`config.mk`:
```
export PLATFORM = sky130hd
export DESIGN_NAME = nand_frame_engine
export DESIGN_NICKNAME = d
export VERILOG_FILES = /design/src/rtl/nand_fe_pkg.sv /design/src/rtl/nand_fe_seq.sv /design/src/rtl/nand_fe_shifter.sv /design/src/rtl/nand_fe_rxhold.sv /design/src/rtl/nand_frame_engine.sv
export SDC_FILE = /design/constraint.sdc
export NUM_CORES = 1
export LEC_CHECK = 0
export ABC_AREA = 1
export BUFFER_PORTS_ARGS = -buffer_cell sky130_fd_sc_hd__buf_2
export CORE_ASPECT_RATIO = 1.75
export CORE_UTILIZATION = 40
export DETAILED_ROUTE_END_ITERATION = 8
export SYNTH_ARGS = -nofsm -noshare
export SYNTH_HDL_FRONTEND = slang
export SYNTH_SLANG_ARGS = --single-unit
```
`constraint.sdc`:
```
create_clock -name clk -period 3.23 [get_ports clk]
set_clock_uncertainty 0.2 [all_clocks]
set_input_delay 0.646 -clock clk [delete_from_list [all_inputs] [get_ports clk]]
set_output_delay 0.646 -clock clk [all_outputs]
set_load 0.01 [all_outputs]
```
`src/rtl/nand_fe_pkg.sv`:
```
package nand_fe_pkg;

  localparam logic [1:0] LANE_X1 = 2'd0;
  localparam logic [1:0] LANE_X2 = 2'd1;
  localparam logic [1:0] LANE_X4 = 2'd2;

  typedef enum logic [2:0] {
    PH_CMD   = 3'd0,
    PH_ADDR  = 3'd1,
    PH_DUMMY = 3'd2,
    PH_DATA  = 3'd3,
    PH_END   = 3'd4
  } phase_e;

  typedef enum logic [1:0] {
    S_IDLE = 2'd0,
    S_LOAD = 2'd1,
    S_LOW  = 2'd2,
    S_HIGH = 2'd3
  } seq_state_e;

  // Lines used by a lane code; the reserved code falls back to one line.
  function automatic logic [3:0] lane_mask(input logic [1:0] code);
    case (code)
      LANE_X2: lane_mask = 4'b0011;
      LANE_X4: lane_mask = 4'b1111;
      default: lane_mask = 4'b0001;
    endcase
  endfunction

  // Serial clocks spent on one byte at a lane code.
  function automatic logic [3:0] clocks_per_byte(input logic [1:0] code);
    case (code)
      LANE_X2: clocks_per_byte = 4'd4;
      LANE_X4: clocks_per_byte = 4'd2;
      default: clocks_per_byte = 4'd8;
    endcase
  endfunction

  // First non-empty phase after the current one.
  function automatic phase_e next_phase(input phase_e cur, input logic has_addr,
                                        input logic has_dummy, input logic has_data);
    if (cur == PH_CMD && has_addr)
      next_phase = PH_ADDR;
    else if ((cur == PH_CMD || cur == PH_ADDR) && has_dummy)
      next_phase = PH_DUMMY;
    else if ((cur == PH_CMD || cur == PH_ADDR || cur == PH_DUMMY) && has_data)
      next_phase = PH_DATA;
    else
      next_phase = PH_END;
  endfunction

endpackage

```
`src/rtl/nand_fe_seq.sv`:
```
module nand_fe_seq
  import nand_fe_pkg::*;
#(
  parameter int ADDR_MAX = 3,
  parameter int DUMMY_W  = 3,
  parameter int LEN_W    = 12
) (
  input  logic                          clk,
  input  logic                          rst_n,
  input  logic                          start,
  input  logic [7:0]                    opcode,
  input  logic [$clog2(ADDR_MAX+1)-1:0] addr_bytes,
  input  logic [8*ADDR_MAX-1:0]         addr_val,
  input  logic [1:0]                    addr_lanes,
  input  logic [DUMMY_W-1:0]            dummy_bytes,
  input  logic [1:0]                    dummy_lanes,
  input  logic                          data_write,
  input  logic [LEN_W-1:0]              data_len,
  input  logic [1:0]                    data_lanes,
  input  logic [7:0]                    tx_data,
  input  logic                          tx_valid,
  input  logic                          rx_pending,
  output logic                          busy,
  output logic                          done,
  output logic                          sck,
  output logic                          cs_n,
  output logic                          tx_ready,
  output logic                          load_en,
  output logic [7:0]                    load_byte,
  output logic                          sample_en,
  output logic                          shift_en,
  output logic                          rx_cap,
  output logic                          drive_en,
  output logic [1:0]                    cur_lanes
);

  localparam int AB_W   = $clog2(ADDR_MAX + 1);
  localparam int ADDR_W = 8 * ADDR_MAX;
  localparam int C1_W   = (LEN_W > DUMMY_W) ? LEN_W : DUMMY_W;
  localparam int CNT_W  = (C1_W > AB_W) ? C1_W : AB_W;

  seq_state_e           state_q;
  phase_e               ph_q;
  logic [CNT_W-1:0]     left_q;
  logic [3:0]           clk_left_q;
  logic                 sck_q, cs_q, done_q;

  logic [7:0]           op_q;
  logic [AB_W-1:0]      ab_q;
  logic [ADDR_W-1:0]    addr_q;
  logic [1:0]           al_q, dl_q, ll_q;
  logic [DUMMY_W-1:0]   db_q;
  logic                 wr_q;
  logic [LEN_W-1:0]     len_q;

  logic                 in_data, stall, byte_end, last_byte;
  phase_e               nph;
  logic [CNT_W-1:0]     nph_count;
  logic [ADDR_W-1:0]    addr_shift;
  logic [AB_W-1:0]      ab_clamped;

  assign ab_clamped = (addr_bytes > AB_W'(ADDR_MAX)) ? AB_W'(ADDR_MAX) : addr_bytes;

  always_comb begin
    case (ph_q)
      PH_ADDR:  cur_lanes = al_q;
      PH_DUMMY: cur_lanes = dl_q;
      PH_DATA:  cur_lanes = ll_q;
      default:  cur_lanes = LANE_X1;
    endcase
  end

  assign in_data    = (ph_q == PH_DATA);
  assign stall      = in_data && (wr_q ? !tx_valid : rx_pending);
  assign load_en    = (state_q == S_LOAD) && !stall;
  assign tx_ready   = (state_q == S_LOAD) && in_data && wr_q;
  assign sample_en  = (state_q == S_LOW);
  assign shift_en   = (state_q == S_HIGH);
  assign byte_end   = (state_q == S_HIGH) && (clk_left_q == 4'd1);
  assign last_byte  = (left_q == CNT_W'(1));
  assign rx_cap     = byte_end && in_data && !wr_q;
  assign drive_en   = (state_q != S_IDLE) &&
                      (ph_q == PH_CMD || ph_q == PH_ADDR || (in_data && wr_q));
  assign addr_shift = addr_q >> {left_q - CNT_W'(1), 3'b000};

  always_comb begin
    case (ph_q)
      PH_CMD:  load_byte = op_q;
      PH_ADDR: load_byte = addr_shift[7:0];
      PH_DATA: load_byte = wr_q ? tx_data : 8'h00;
      default: load_byte = 8'h00;
    endcase
  end

  assign nph = next_phase(ph_q, ab_q != '0, db_q != '0, len_q != '0);

  always_comb begin
    case (nph)
      PH_ADDR:  nph_count = CNT_W'(ab_q);
      PH_DUMMY: nph_count = CNT_W'(db_q);
      PH_DATA:  nph_count = CNT_W'(len_q);
      default:  nph_count = '0;
    endcase
  end

  always_ff @(posedge clk or negedge rst_n) begin
    if (!rst_n) begin
      state_q    <= S_IDLE;
      ph_q       <= PH_CMD;
      left_q     <= '0;
      clk_left_q <= '0;
      sck_q      <= 1'b0;
      cs_q       <= 1'b1;
      done_q     <= 1'b0;
      op_q       <= '0;
      ab_q       <= '0;
      addr_q     <= '0;
      al_q       <= '0;
      dl_q       <= '0;
      ll_q       <= '0;
      db_q       <= '0;
      wr_q       <= 1'b0;
      len_q      <= '0;
    end else begin
      done_q <= 1'b0;
      case (state_q)
        S_IDLE: begin
          if (start) begin
            op_q    <= opcode;
            ab_q    <= ab_clamped;
            addr_q  <= addr_val;
            al_q    <= addr_lanes;
            db_q    <= dummy_bytes;
            dl_q    <= dummy_lanes;
            wr_q    <= data_write;
            len_q   <= data_len;
            ll_q    <= data_lanes;
            ph_q    <= PH_CMD;
            left_q  <= CNT_W'(1);
            cs_q    <= 1'b0;
            state_q <= S_LOAD;
          end
        end
        S_LOAD: begin
          if (load_en) begin
            clk_left_q <= clocks_per_byte(cur_lanes);
            state_q    <= S_LOW;
          end
        end
        S_LOW: begin
          sck_q   <= 1'b1;
          state_q <= S_HIGH;
        end
        default: begin
          sck_q <= 1'b0;
          if (clk_left_q == 4'd1) begin
            if (!last_byte) begin
              left_q  <= left_q - CNT_W'(1);
              state_q <= S_LOAD;
            end else if (nph == PH_END) begin
              cs_q    <= 1'b1;
              done_q  <= 1'b1;
              state_q <= S_IDLE;
            end else begin
              ph_q    <= nph;
              left_q  <= nph_count;
              state_q <= S_LOAD;
            end
          end else begin
            clk_left_q <= clk_left_q - 4'd1;
            state_q    <= S_LOW;
          end
        end
      endcase
    end
  end

  assign busy = (state_q != S_IDLE);
  assign done = done_q;
  assign sck  = sck_q;
  assign cs_n = cs_q;

  AST_SCK_NEEDS_CS: assert property (@(posedge clk) disable iff (!rst_n)
    sck_q |-> !cs_q);
  AST_DONE_WITH_CS_RISE: assert property (@(posedge clk) disable iff (!rst_n)
    done_q |-> $rose(cs_q));
  AST_ACCEPT_FROM_IDLE: assert property (@(posedge clk) disable iff (!rst_n)
    $fell(cs_q) |-> $past(state_q == S_IDLE));
  AST_CLK_LEFT_RANGE: assert property (@(posedge clk) disable iff (!rst_n)
    (state_q == S_LOW || state_q == S_HIGH) |-> (clk_left_q != 4'd0 && clk_left_q <= 4'd8));
  AST_TX_READY_CLOCK_LOW: assert property (@(posedge clk) disable iff (!rst_n)
    tx_ready |-> (!sck_q && !cs_q));

endmodule

```
`src/rtl/nand_fe_shifter.sv`:
```
module nand_fe_shifter
  import nand_fe_pkg::*;
(
  input  logic       clk,
  input  logic       rst_n,
  input  logic       load_en,
  input  logic [7:0] load_byte,
  input  logic       shift_en,
  input  logic       sample_en,
  input  logic       drive_en,
  input  logic [1:0] lanes,
  input  logic [3:0] io_in,
  output logic [3:0] io_out,
  output logic [3:0] io_oe,
  output logic [7:0] rx_byte
);

  logic [7:0] tx_q, rx_q;
  logic [3:0] raw_out;

  // Outgoing bits move on the falling serial edge, incoming on the rising one.
  always_ff @(posedge clk or negedge rst_n) begin
    if (!rst_n) begin
      tx_q <= '0;
      rx_q <= '0;
    end else begin
      if (load_en)
        tx_q <= load_byte;
      else if (shift_en) begin
        case (lanes)
          LANE_X2: tx_q <= {tx_q[5:0], 2'b00};
          LANE_X4: tx_q <= {tx_q[3:0], 4'b0000};
          default: tx_q <= {tx_q[6:0], 1'b0};
        endcase
      end
      if (sample_en) begin
        case (lanes)
          LANE_X2: rx_q <= {rx_q[5:0], io_in[1:0]};
          LANE_X4: rx_q <= {rx_q[3:0], io_in[3:0]};
          default: rx_q <= {rx_q[6:0], io_in[1]};
        endcase
      end
    end
  end

  always_comb begin
    case (lanes)
      LANE_X2: raw_out = {2'b00, tx_q[7:6]};
      LANE_X4: raw_out = tx_q[7:4];
      default: raw_out = {3'b000, tx_q[7]};
    endcase
  end

  assign io_oe   = drive_en ? lane_mask(lanes) : 4'b0000;
  assign io_out  = raw_out & io_oe;
  assign rx_byte = rx_q;

endmodule

```
`src/rtl/nand_fe_rxhold.sv`:
```
module nand_fe_rxhold (
  input  logic       clk,
  input  logic       rst_n,
  input  logic       cap,
  input  logic [7:0] cap_byte,
  input  logic       rx_ready,
  output logic [7:0] rx_data,
  output logic       rx_valid
);

  always_ff @(posedge clk or negedge rst_n) begin
    if (!rst_n) begin
      rx_data  <= '0;
      rx_valid <= 1'b0;
    end else if (cap) begin
      rx_data  <= cap_byte;
      rx_valid <= 1'b1;
    end else if (rx_ready) begin
      rx_valid <= 1'b0;
    end
  end

  AST_RX_HELD: assert property (@(posedge clk) disable iff (!rst_n)
    (rx_valid && !rx_ready) |=> (rx_valid && $stable(rx_data)));

endmodule

```
`src/rtl/nand_frame_engine.sv`:
```
module nand_frame_engine #(
  parameter int ADDR_MAX = 3,
  parameter int DUMMY_W  = 3,
  parameter int LEN_W    = 12
) (
  input  logic                          clk,
  input  logic                          rst_n,
  input  logic                          start,
  input  logic [7:0]                    opcode,
  input  logic [$clog2(ADDR_MAX+1)-1:0] addr_bytes,
  input  logic [8*ADDR_MAX-1:0]         addr_val,
  input  logic [1:0]                    addr_lanes,
  input  logic [DUMMY_W-1:0]            dummy_bytes,
  input  logic [1:0]                    dummy_lanes,
  input  logic                          data_write,
  input  logic [LEN_W-1:0]              data_len,
  input  logic [1:0]                    data_lanes,
  output logic                          busy,
  output logic                          done,
  input  logic [7:0]                    tx_data,
  input  logic                          tx_valid,
  output logic                          tx_ready,
  output logic [7:0]                    rx_data,
  output logic                          rx_valid,
  input  logic                          rx_ready,
  output logic                          sck,
  output logic                          cs_n,
  output logic [3:0]                    io_out,
  output logic [3:0]                    io_oe,
  input  logic [3:0]                    io_in
);

  logic       load_en, sample_en, shift_en, rx_cap, drive_en;
  logic [7:0] load_byte, rx_byte;
  logic [1:0] cur_lanes;

  nand_fe_seq #(
    .ADDR_MAX (ADDR_MAX),
    .DUMMY_W  (DUMMY_W),
    .LEN_W    (LEN_W)
  ) u_seq (
    .clk         (clk),
    .rst_n       (rst_n),
    .start       (start),
    .opcode      (opcode),
    .addr_bytes  (addr_bytes),
    .addr_val    (addr_val),
    .addr_lanes  (addr_lanes),
    .dummy_bytes (dummy_bytes),
    .dummy_lanes (dummy_lanes),
    .data_write  (data_write),
    .data_len    (data_len),
    .data_lanes  (data_lanes),
    .tx_data     (tx_data),
    .tx_valid    (tx_valid),
    .rx_pending  (rx_valid),
    .busy        (busy),
    .done        (done),
    .sck         (sck),
    .cs_n        (cs_n),
    .tx_ready    (tx_ready),
    .load_en     (load_en),
    .load_byte   (load_byte),
    .sample_en   (sample_en),
    .shift_en    (shift_en),
    .rx_cap      (rx_cap),
    .drive_en    (drive_en),
    .cur_lanes   (cur_lanes)
  );

  nand_fe_shifter u_shift (
    .clk       (clk),
    .rst_n     (rst_n),
    .load_en   (load_en),
    .load_byte (load_byte),
    .shift_en  (shift_en),
    .sample_en (sample_en),
    .drive_en  (drive_en),
    .lanes     (cur_lanes),
    .io_in     (io_in),
    .io_out    (io_out),
    .io_oe     (io_oe),
    .rx_byte   (rx_byte)
  );

  nand_fe_rxhold u_rx (
    .clk      (clk),
    .rst_n    (rst_n),
    .cap      (rx_cap),
    .cap_byte (rx_byte),
    .rx_ready (rx_ready),
    .rx_data  (rx_data),
    .rx_valid (rx_valid)
  );

  AST_OUT_STABLE_AT_RISE: assert property (@(posedge clk) disable iff (!rst_n)
    $rose(sck) |-> ($stable(io_out) && $stable(io_oe)));
  AST_IDLE_LINES_RELEASED: assert property (@(posedge clk) disable iff (!rst_n)
    cs_n |-> (io_oe == 4'b0000 && !sck));

endmodule

```
Yosys cells after proc, flatten, opt, wreduce, memory -nomap -nowiden
Cells that the tools add are included.
{"block": "totals", "inputBits": 73, "wordCells": 133, "reg_bits": 105, "out_inout_bits": 22}
{"block": "op_classes", "add_sub_neg": 2, "reduce_logical": 39, "eq_ne": 19, "n_bitwise": 3, "shift": 1, "magnitude_cmp": 1, "muxes": 48}
{"cell": "$mux 12", "count": 4}
{"cell": "$pmux 12 s3", "count": 1}
{"cell": "$pmux 4 s2", "count": 4}
{"cell": "$pmux 8 s2", "count": 2}
{"cell": "$mux 8", "count": 3}
{"cell": "$pmux 12 s2", "count": 1}
{"cell": "$pmux 8 s3", "count": 1}
{"cell": "$shr 24x15->8", "count": 1}
{"cell": "$mux 3", "count": 7}
{"cell": "$reduce_bool 2->1", "count": 7}
{"cell": "$eq 12x1->1 const B", "count": 1}
{"cell": "$eq 3x2->1 const B", "count": 4}
{"cell": "$logic_and 1x1->1", "count": 12}
{"cell": "$mux 1", "count": 12}
{"cell": "$mux 4", "count": 3}
{"cell": "$pmux 2 s3", "count": 2}
{"cell": "$reduce_bool 12->1", "count": 1}
{"cell": "$sub 12x1->12 const B", "count": 1}
{"cell": "$mux 2", "count": 5}
{"cell": "$reduce_and 5->1", "count": 2}
{"cell": "$eq 2x2->1 const B", "count": 3}
{"cell": "$eq 3x1->1 const B", "count": 2}
{"cell": "$ne 2x2->1 const B", "count": 3}
{"cell": "$pmux 3 s2", "count": 1}
{"cell": "other kinds (20)", "count": 30}

Logic depth before layout (Yosys ltp)
{"block": "depth", "depth_word": 13, "depth_mapped": 15, "depth_no_buf": 14}

Hierarchy
A second synthesis with hierarchy kept.
{"block": "unflattened", "hier_cells": 713, "hier_area_um2": 5921.9}
{"module": "nand_fe_seq", "seq_area_each_um2": 2003.2, "n_inst": 1, "cells_each": 512, "area_each_um2": 4471.8}
{"module": "nand_fe_shifter", "seq_area_each_um2": 400.4, "n_inst": 1, "cells_each": 163, "area_each_um2": 1108.6}
{"module": "nand_fe_rxhold", "seq_area_each_um2": 225.2, "n_inst": 1, "cells_each": 38, "area_each_um2": 341.6}

Worst setup path before layout
No wires, ideal clock.
{"block": "synth_timing", "path_type": "reg2out", "from": "register u_seq.ph_q[2]", "to": "output port io_out[0]", "n_path_buf": 1, "path_slack_ns": 0.259, "arrival_time_ns": 2.125, "path_stages_with_launch": 11, "required_time_ns": 2.384, "cell_sequence": "dfrtp_1 > inv_1 > nand3_1 > inv_2 > clkbuf_1 > a221oi_1 > inv_1 > ha_1 > nor2_1 > a21oi_1 > nor2_1"}
{"block": "synth_via", "elab_chain_cells": 6, "word_cells_on_any_way": 14, "classes_between": "eq/ne (5); mux (3); bitwise (1); reduce/logical (5)"}
{"element": "start: declaration", "line_no": "nand_fe_seq.sv:43", "source": "phase_e ph_q;"}
{"element": "start signal: assignment", "line_no": "nand_fe_seq.sv:165", "source": "ph_q <= nph;"}
{"element": "branches (longest 5 deep; another with $pmux 4 s2)"}
{"element": "$and 4x4->4 (*)", "line_no": "nand_fe_shifter.sv:55", "source": "assign io_out = raw_out & io_oe;"}
{"element": "end: declaration", "line_no": "nand_frame_engine.sv:28", "source": "output logic [3:0] io_out,"}
Every way passes the cells marked *.

Final worst setup path
Same ends and word-level chain as after synthesis.

==> impl_table.tex <==
\begin{tabular}{lr}
\hline
Metric & Value \\
\hline
\multicolumn{2}{l}{\textbf{Drt}} \\
\quad Aggregate routed wire length & 14,900 µm \\
\quad Vias per cell & 5.20 \\
\quad Post-detailed-route count of antenna-violating nets & 0 \\
\quad TritonRoute pass-1 iters & 4 \\
\quad Routed WL per cell & 16.0 µm \\
\quad Iteration-0 DRC count of the detailed router & 210 \\
\quad Total vias in the final route & 4,850 \\
\quad DRC violation count after routing & 0 \\
\multicolumn{2}{l}{\textbf{Finish}} \\
\quad Footprint of the flip-flops and latches & 0.00263 mm² \\
\quad Syn-to-layout area delta & 18.4\% \\
\quad Net total in the final layout & 836 \\
\quad Number of inserted filler cells in the final layout & 1,415 \\
\quad Most frequent cells in the layout & 126 x sky130\_fd\_sc\_hd\_\_nand2\_1, 104 x sky130\_fd\_sc\_hd\_\_dfrtp\_1, 93 x sky130\_fd\_sc\_hd\_\_buf\_2 \\
\quad Fraction of layout cells with a size suffix above 1 & 0.294 \\
\quad Footprint of the multi-input gates & 0.00281 mm² \\
\quad Total inserted antenna cells & 0 \\
\quad Final std cell area, no fill & 0.00685 mm² \\
\quad Most frequent standard cell in the layout excluding fill and tap cells & sky130\_fd\_sc\_hd\_\_nand2\_1 \\
\multicolumn{2}{l}{\textbf{Power}} \\
\quad Internal Pwr Total & 4.17 mW \\
\quad Clock network fraction of total power & 0.165 \\
\quad Overall power of the completed layout & 7.44 mW \\
\quad Proportion of power drawn by combinational gates & 0.518 \\
\quad Sw Share & 0.439 \\
\quad Share of power burned in registers & 0.317 \\
\quad Power density over cell area & 1090 mW/mm² \\
\quad Lkg Pwr & 3.33 nW \\
\quad Switching power of the nets & 3.26 mW \\
\quad Max rail drop VDD & 0.406 mV \\
\multicolumn{2}{l}{\textbf{Synthesis}} \\
\quad Nets in the synthesized netlist & 743 \\
\quad Register area share after synthesis & 0.454 \\
\quad Cell taking the most area after synthesis & sky130\_fd\_sc\_hd\_\_dfrtp\_1 \\
\quad Main synth FF type & sky130\_fd\_sc\_hd\_\_dfrtp\_1 \\
\quad Share of flip-flops with an asynchronous set or reset after synthesis & 1.00 \\
\quad Cells after synthesis & 658 \\
\quad Mean cell area of the mapped netlist & 8.79 µm² \\
\quad Post-synthesis register bit count & 105 \\
\quad Warnings from Yosys & 0 \\
\quad Fraction of post-synthesis cell area in the top cell type by area & 0.450 \\
\quad Synthesized cell area & 0.00579 mm² \\
\quad Yosys cell types & 47 \\
\quad Post-synth EDFFs & 0 \\
\quad Area contributors post-synth & sky130\_fd\_sc\_hd\_\_dfrtp\_1 45\%, sky130\_fd\_sc\_hd\_\_mux2\_2 11\%, sky130\_fd\_sc\_hd\_\_nand2\_1 8.2\% \\
\multicolumn{2}{l}{\textbf{Floorplanning}} \\
\quad Site Rows & 57 \\
\quad Die X-Extent & 92.9 µm \\
\quad Total Die Area & 0.0150 mm² \\
\quad Vert. Die Dim & 161 µm \\
\quad Starting utilization of the core area & 0.414 \\
\quad Ports & 95 \\
\quad Core region area & 0.0140 mm² \\
\multicolumn{2}{l}{\textbf{Timing}} \\
\quad Slew headroom & 0.659 \\
\quad Tcrit/Tclk final & 0.968 \\
\quad Number of hold-slack violations in the final timing report & 0 \\
\quad Setup violation total in the final timing report & 0 \\
\quad Final Critical Period & 3130 ps \\
\quad Worst Tran Pin Value & 511 ps \\
\quad Max-slew violation count & 0 \\
\quad Maximum achievable frequency & 320 MHz \\
\multicolumn{2}{l}{\textbf{Placement}} \\
\quad Number of port buffers & 94 \\
\quad Final weighted congestion of routability-driven global placement & 0.938 \\
\quad HPWL after detailed placement & 11,800 µm \\
\quad Instance area after placement & 0.00646 mm² \\
\multicolumn{2}{l}{\textbf{Setup path}} \\
\quad Maximum net fanout on the critical path & 12 \\
\quad Worst Reg-to-Reg Cells & 9 \\
\quad Crit path from & u\_seq.ph\_q[2]\$\_DFFE\_PN0P\_ \\
\quad Endpoint of the worst setup timing path & io\_out[0] \\
\quad Startpoint Class & flip-flop \\
\quad R2r setup slk & 700 ps \\
\quad Worst reg2reg endpoint & u\_shift.tx\_q[4]\$\_DFFE\_PN0P\_ \\
\quad Crit-path most repeated cell & sky130\_fd\_sc\_hd\_\_inv\_2 \\
\quad Critical path's largest stage delay & 410 ps \\
\quad Critical Path Sink Type & output pin \\
\quad R2r startpoint & u\_seq.left\_q[0]\$\_DFFE\_PN0P\_ \\
\quad Buffers and inverters on the worst path & 5 \\
\quad Critical path type & reg -> out \\
\quad Arr. time, crit path & 2280 ps \\
\quad Slowest-stage cell, CP & sky130\_fd\_sc\_hd\_\_dfrtp\_1 \\
\quad Crit path max-delay family & compound AO/OA/AOI/OAI gates \\
\quad Critical path data required time & 2380 ps \\
\quad Number of gates on the worst path with buffers counted & 11 \\
\quad Cell-by-cell listing of the critical path & inv\_1 > nand3\_2 > inv\_4 > a221oi\_4 > inv\_2 > ha\_4 > inv\_2 > o22ai\_1 > a21oi\_1 > nor2\_1 > buf\_2 \\
\multicolumn{2}{l}{\textbf{CTS}} \\
\quad Clock Sinks & 105 \\
\quad Clock slew seen by the registers of the worst setup and hold paths & 80 ps \\
\quad H-tree Lvls & 3 \\
\quad Later-pin clock latency in the skew report & 340 ps \\
\quad Clock tree from TritonCTS & yes \\
\quad Inserted Clock Buffers & 9 \\
\quad Buffer type at the clock tree root & sky130\_fd\_sc\_hd\_\_clkbuf\_16 \\
\quad Max Root-Sink Buffers & 2 \\
\quad Hold buffer count at CTS & 0 \\
\multicolumn{2}{l}{\textbf{Global routing}} \\
\quad Met2 usage & 0.407 \\
\quad Tot GR Track Use & 0.210 \\
\quad Initial antenna violation count & 0 \\
\quad Highest-utilization routing layer at the global route stage & met2 \\
\quad Largest net degree at the start of global routing & 53 \\
\quad Number of global-route vias before repair & 5,087 \\
\quad Aggregate global routing overflow & 0 \\
\quad Met1 track utilization from global routing & 0.227 \\
\quad Wire length of the first global-routing pass & 24,600 µm \\
\quad Global-route track usage on met3 & 0.0282 \\
\multicolumn{2}{l}{\textbf{Job}} \\
\quad Max Cap Viol & 0 \\
\multicolumn{2}{l}{\textbf{Run status}} \\
\quad Run status & completed \\
\multicolumn{2}{l}{\textbf{Worst hold path}} \\
\quad Worst hold path type & in -> async \\
\hline
\end{tabular}
[sequential cells by signal, summed over array words and instances (netlist names)]
name              count
u_seq.addr_q         24
u_seq.left_q         12
u_seq.len_q          12
u_rx.rx_data          8
u_seq.op_q            8
u_shift.rx_byte       8
u_shift.tx_q          8
u_seq.clk_left_q      4
u_seq.db_q            3
u_seq.ph_q            3
u_seq.ab_q            2
u_seq.al_q            2
u_seq.dl_q            2
u_seq.ll_q            2
u_seq.state_q         2
u_rx.rx_valid         1
u_seq.cs_n            1
u_seq.done            1
u_seq.sck             1
u_seq.wr_q            1
[how the worst min path moves through the flow]
stage	start	end	slack, ps	cells after the start
CTS	rst_n	u_seq.len_q[0]$_DFFE_PN0P_	30	1
finish	rst_n	u_seq.len_q[0]$_DFFE_PN0P_	20	1
global placement	u_rx.rx_data[6]$_DFFE_PN0P_	u_rx.rx_data[6]$_DFFE_PN0P_	260	2
global route	rst_n	u_seq.len_q[0]$_DFFE_PN0P_	30	1
detailed placement	u_rx.rx_data[6]$_DFFE_PN0P_	u_rx.rx_data[6]$_DFFE_PN0P_	270	2
floorplan	rst_n	u_rx.rx_data[0]$_DFFE_PN0P_	150	0
[metrics by stage]
step | setup WS, ps | util | hold slack (ps) | TNS [ps] | instances
finish | 104 | 0.490 | 20.6 | 0 | 933
global route | -16.2 | 0.490 | 29.9 | -16.2 | 933
CTS | 51.9 | 0.488 | 25.8 | 0 | 933
detailed placement | 175 | 0.462 | 268 | 0 | 917
global placement | 285 | 0.462 | 262 | 0 | 917
floorplan | 259 | - | 150 | 0 | 658
[cell families (layout without fill, tap and decap cells)]
family	Yosys count	count (layout)	share of synthesized area
compound gates	138	138	0.141
xor+xnor	2	2	0.00303
fa+ha+maj	12	12	0.0259
buf+inv	99	197	0.0688
flops	105	105	0.454
mux	56	56	0.109
simple gates	246	246	0.198
[worst reg2reg max path, cell delays in order, from the launching register on]
cell and delay [ps]:
sky130_fd_sc_hd__dfrtp_1 580, sky130_fd_sc_hd__inv_2 70, sky130_fd_sc_hd__ha_1 450, sky130_fd_sc_hd__nor2_1 450, sky130_fd_sc_hd__nand2_1 90, sky130_fd_sc_hd__a21oi_1 160
sky130_fd_sc_hd__nand4_1 150, sky130_fd_sc_hd__nand2_1 110, sky130_fd_sc_hd__nand2_1 60, sky130_fd_sc_hd__a21oi_1 130
[repair_timing]
action / 4_1_cts / 5_1_grt
setup buffers: 0 / 0
gates resized for setup: 4 / 9
cloned: 0 / 0
pin swaps: 0 / 2
setup endpoints to repair: 2 / 2
[power groups by stage]
stage / registers (mW) / clock network, mW / logic (mW)
global placement: 2.35 / 0 / 3.69
detailed placement: 2.37 / 0 / 3.77
finish: 2.36 / 1.23 / 3.85
global route: 2.44 / 1.31 / 4.33
floorplan: 2.22 / 0 / 2.85
CTS: 2.35 / 1.25 / 3.84
[Yosys cell counts (2+ instances only)]
library cell                  n
sky130_fd_sc_hd__or2_1        2
sky130_fd_sc_hd__nor3_4       3
sky130_fd_sc_hd__o21ai_2      2
sky130_fd_sc_hd__o21ai_1     13
sky130_fd_sc_hd__o21a_1       8
sky130_fd_sc_hd__nor3_1       6
sky130_fd_sc_hd__nand2_1    127
sky130_fd_sc_hd__inv_2        6
sky130_fd_sc_hd__o2111ai_1    4
sky130_fd_sc_hd__o22ai_1      5
sky130_fd_sc_hd__nand3_1     21
sky130_fd_sc_hd__clkbuf_1    14
sky130_fd_sc_hd__inv_1       69
sky130_fd_sc_hd__nand2_2      5
sky130_fd_sc_hd__o21ai_0     40
sky130_fd_sc_hd__a32o_1       6
sky130_fd_sc_hd__ha_1        12
sky130_fd_sc_hd__nor2_2       5
sky130_fd_sc_hd__mux2_2      56
sky130_fd_sc_hd__o211ai_1     4
sky130_fd_sc_hd__a21oi_1     44
sky130_fd_sc_hd__nor2_1      50
sky130_fd_sc_hd__and3_1       2
sky130_fd_sc_hd__dfrtp_1    104
sky130_fd_sc_hd__a31o_2       2
sky130_fd_sc_hd__buf_4        3
sky130_fd_sc_hd__nand4_1     13
sky130_fd_sc_hd__a22oi_1      4
sky130_fd_sc_hd__and2_1       2
sky130_fd_sc_hd__o31ai_1      2
sky130_fd_sc_hd__nor2_4       5
sky130_fd_sc_hd__buf_2        4
[metal layers]
layer / vias to the layer above / wire (µm)
met2: 109 / 8400
met1: 2326 / 5740
met4: 0 / 365
met3: 19 / 437
li1: 2396 / -
met5: - / 0
[area by class of cell]
type                            instances  share of cell area
Sequential cell                       105               0.384
Timing Repair Buffer                  104              0.0818
Clock buffer                           10              0.0349
Tap cell                              177              0.0323
Multi-Input combinational cell        454               0.411
Clock inverter                          6              0.0139
Inverter                               77              0.0429
No activity file was read; power rests on OpenSTA's default activity.
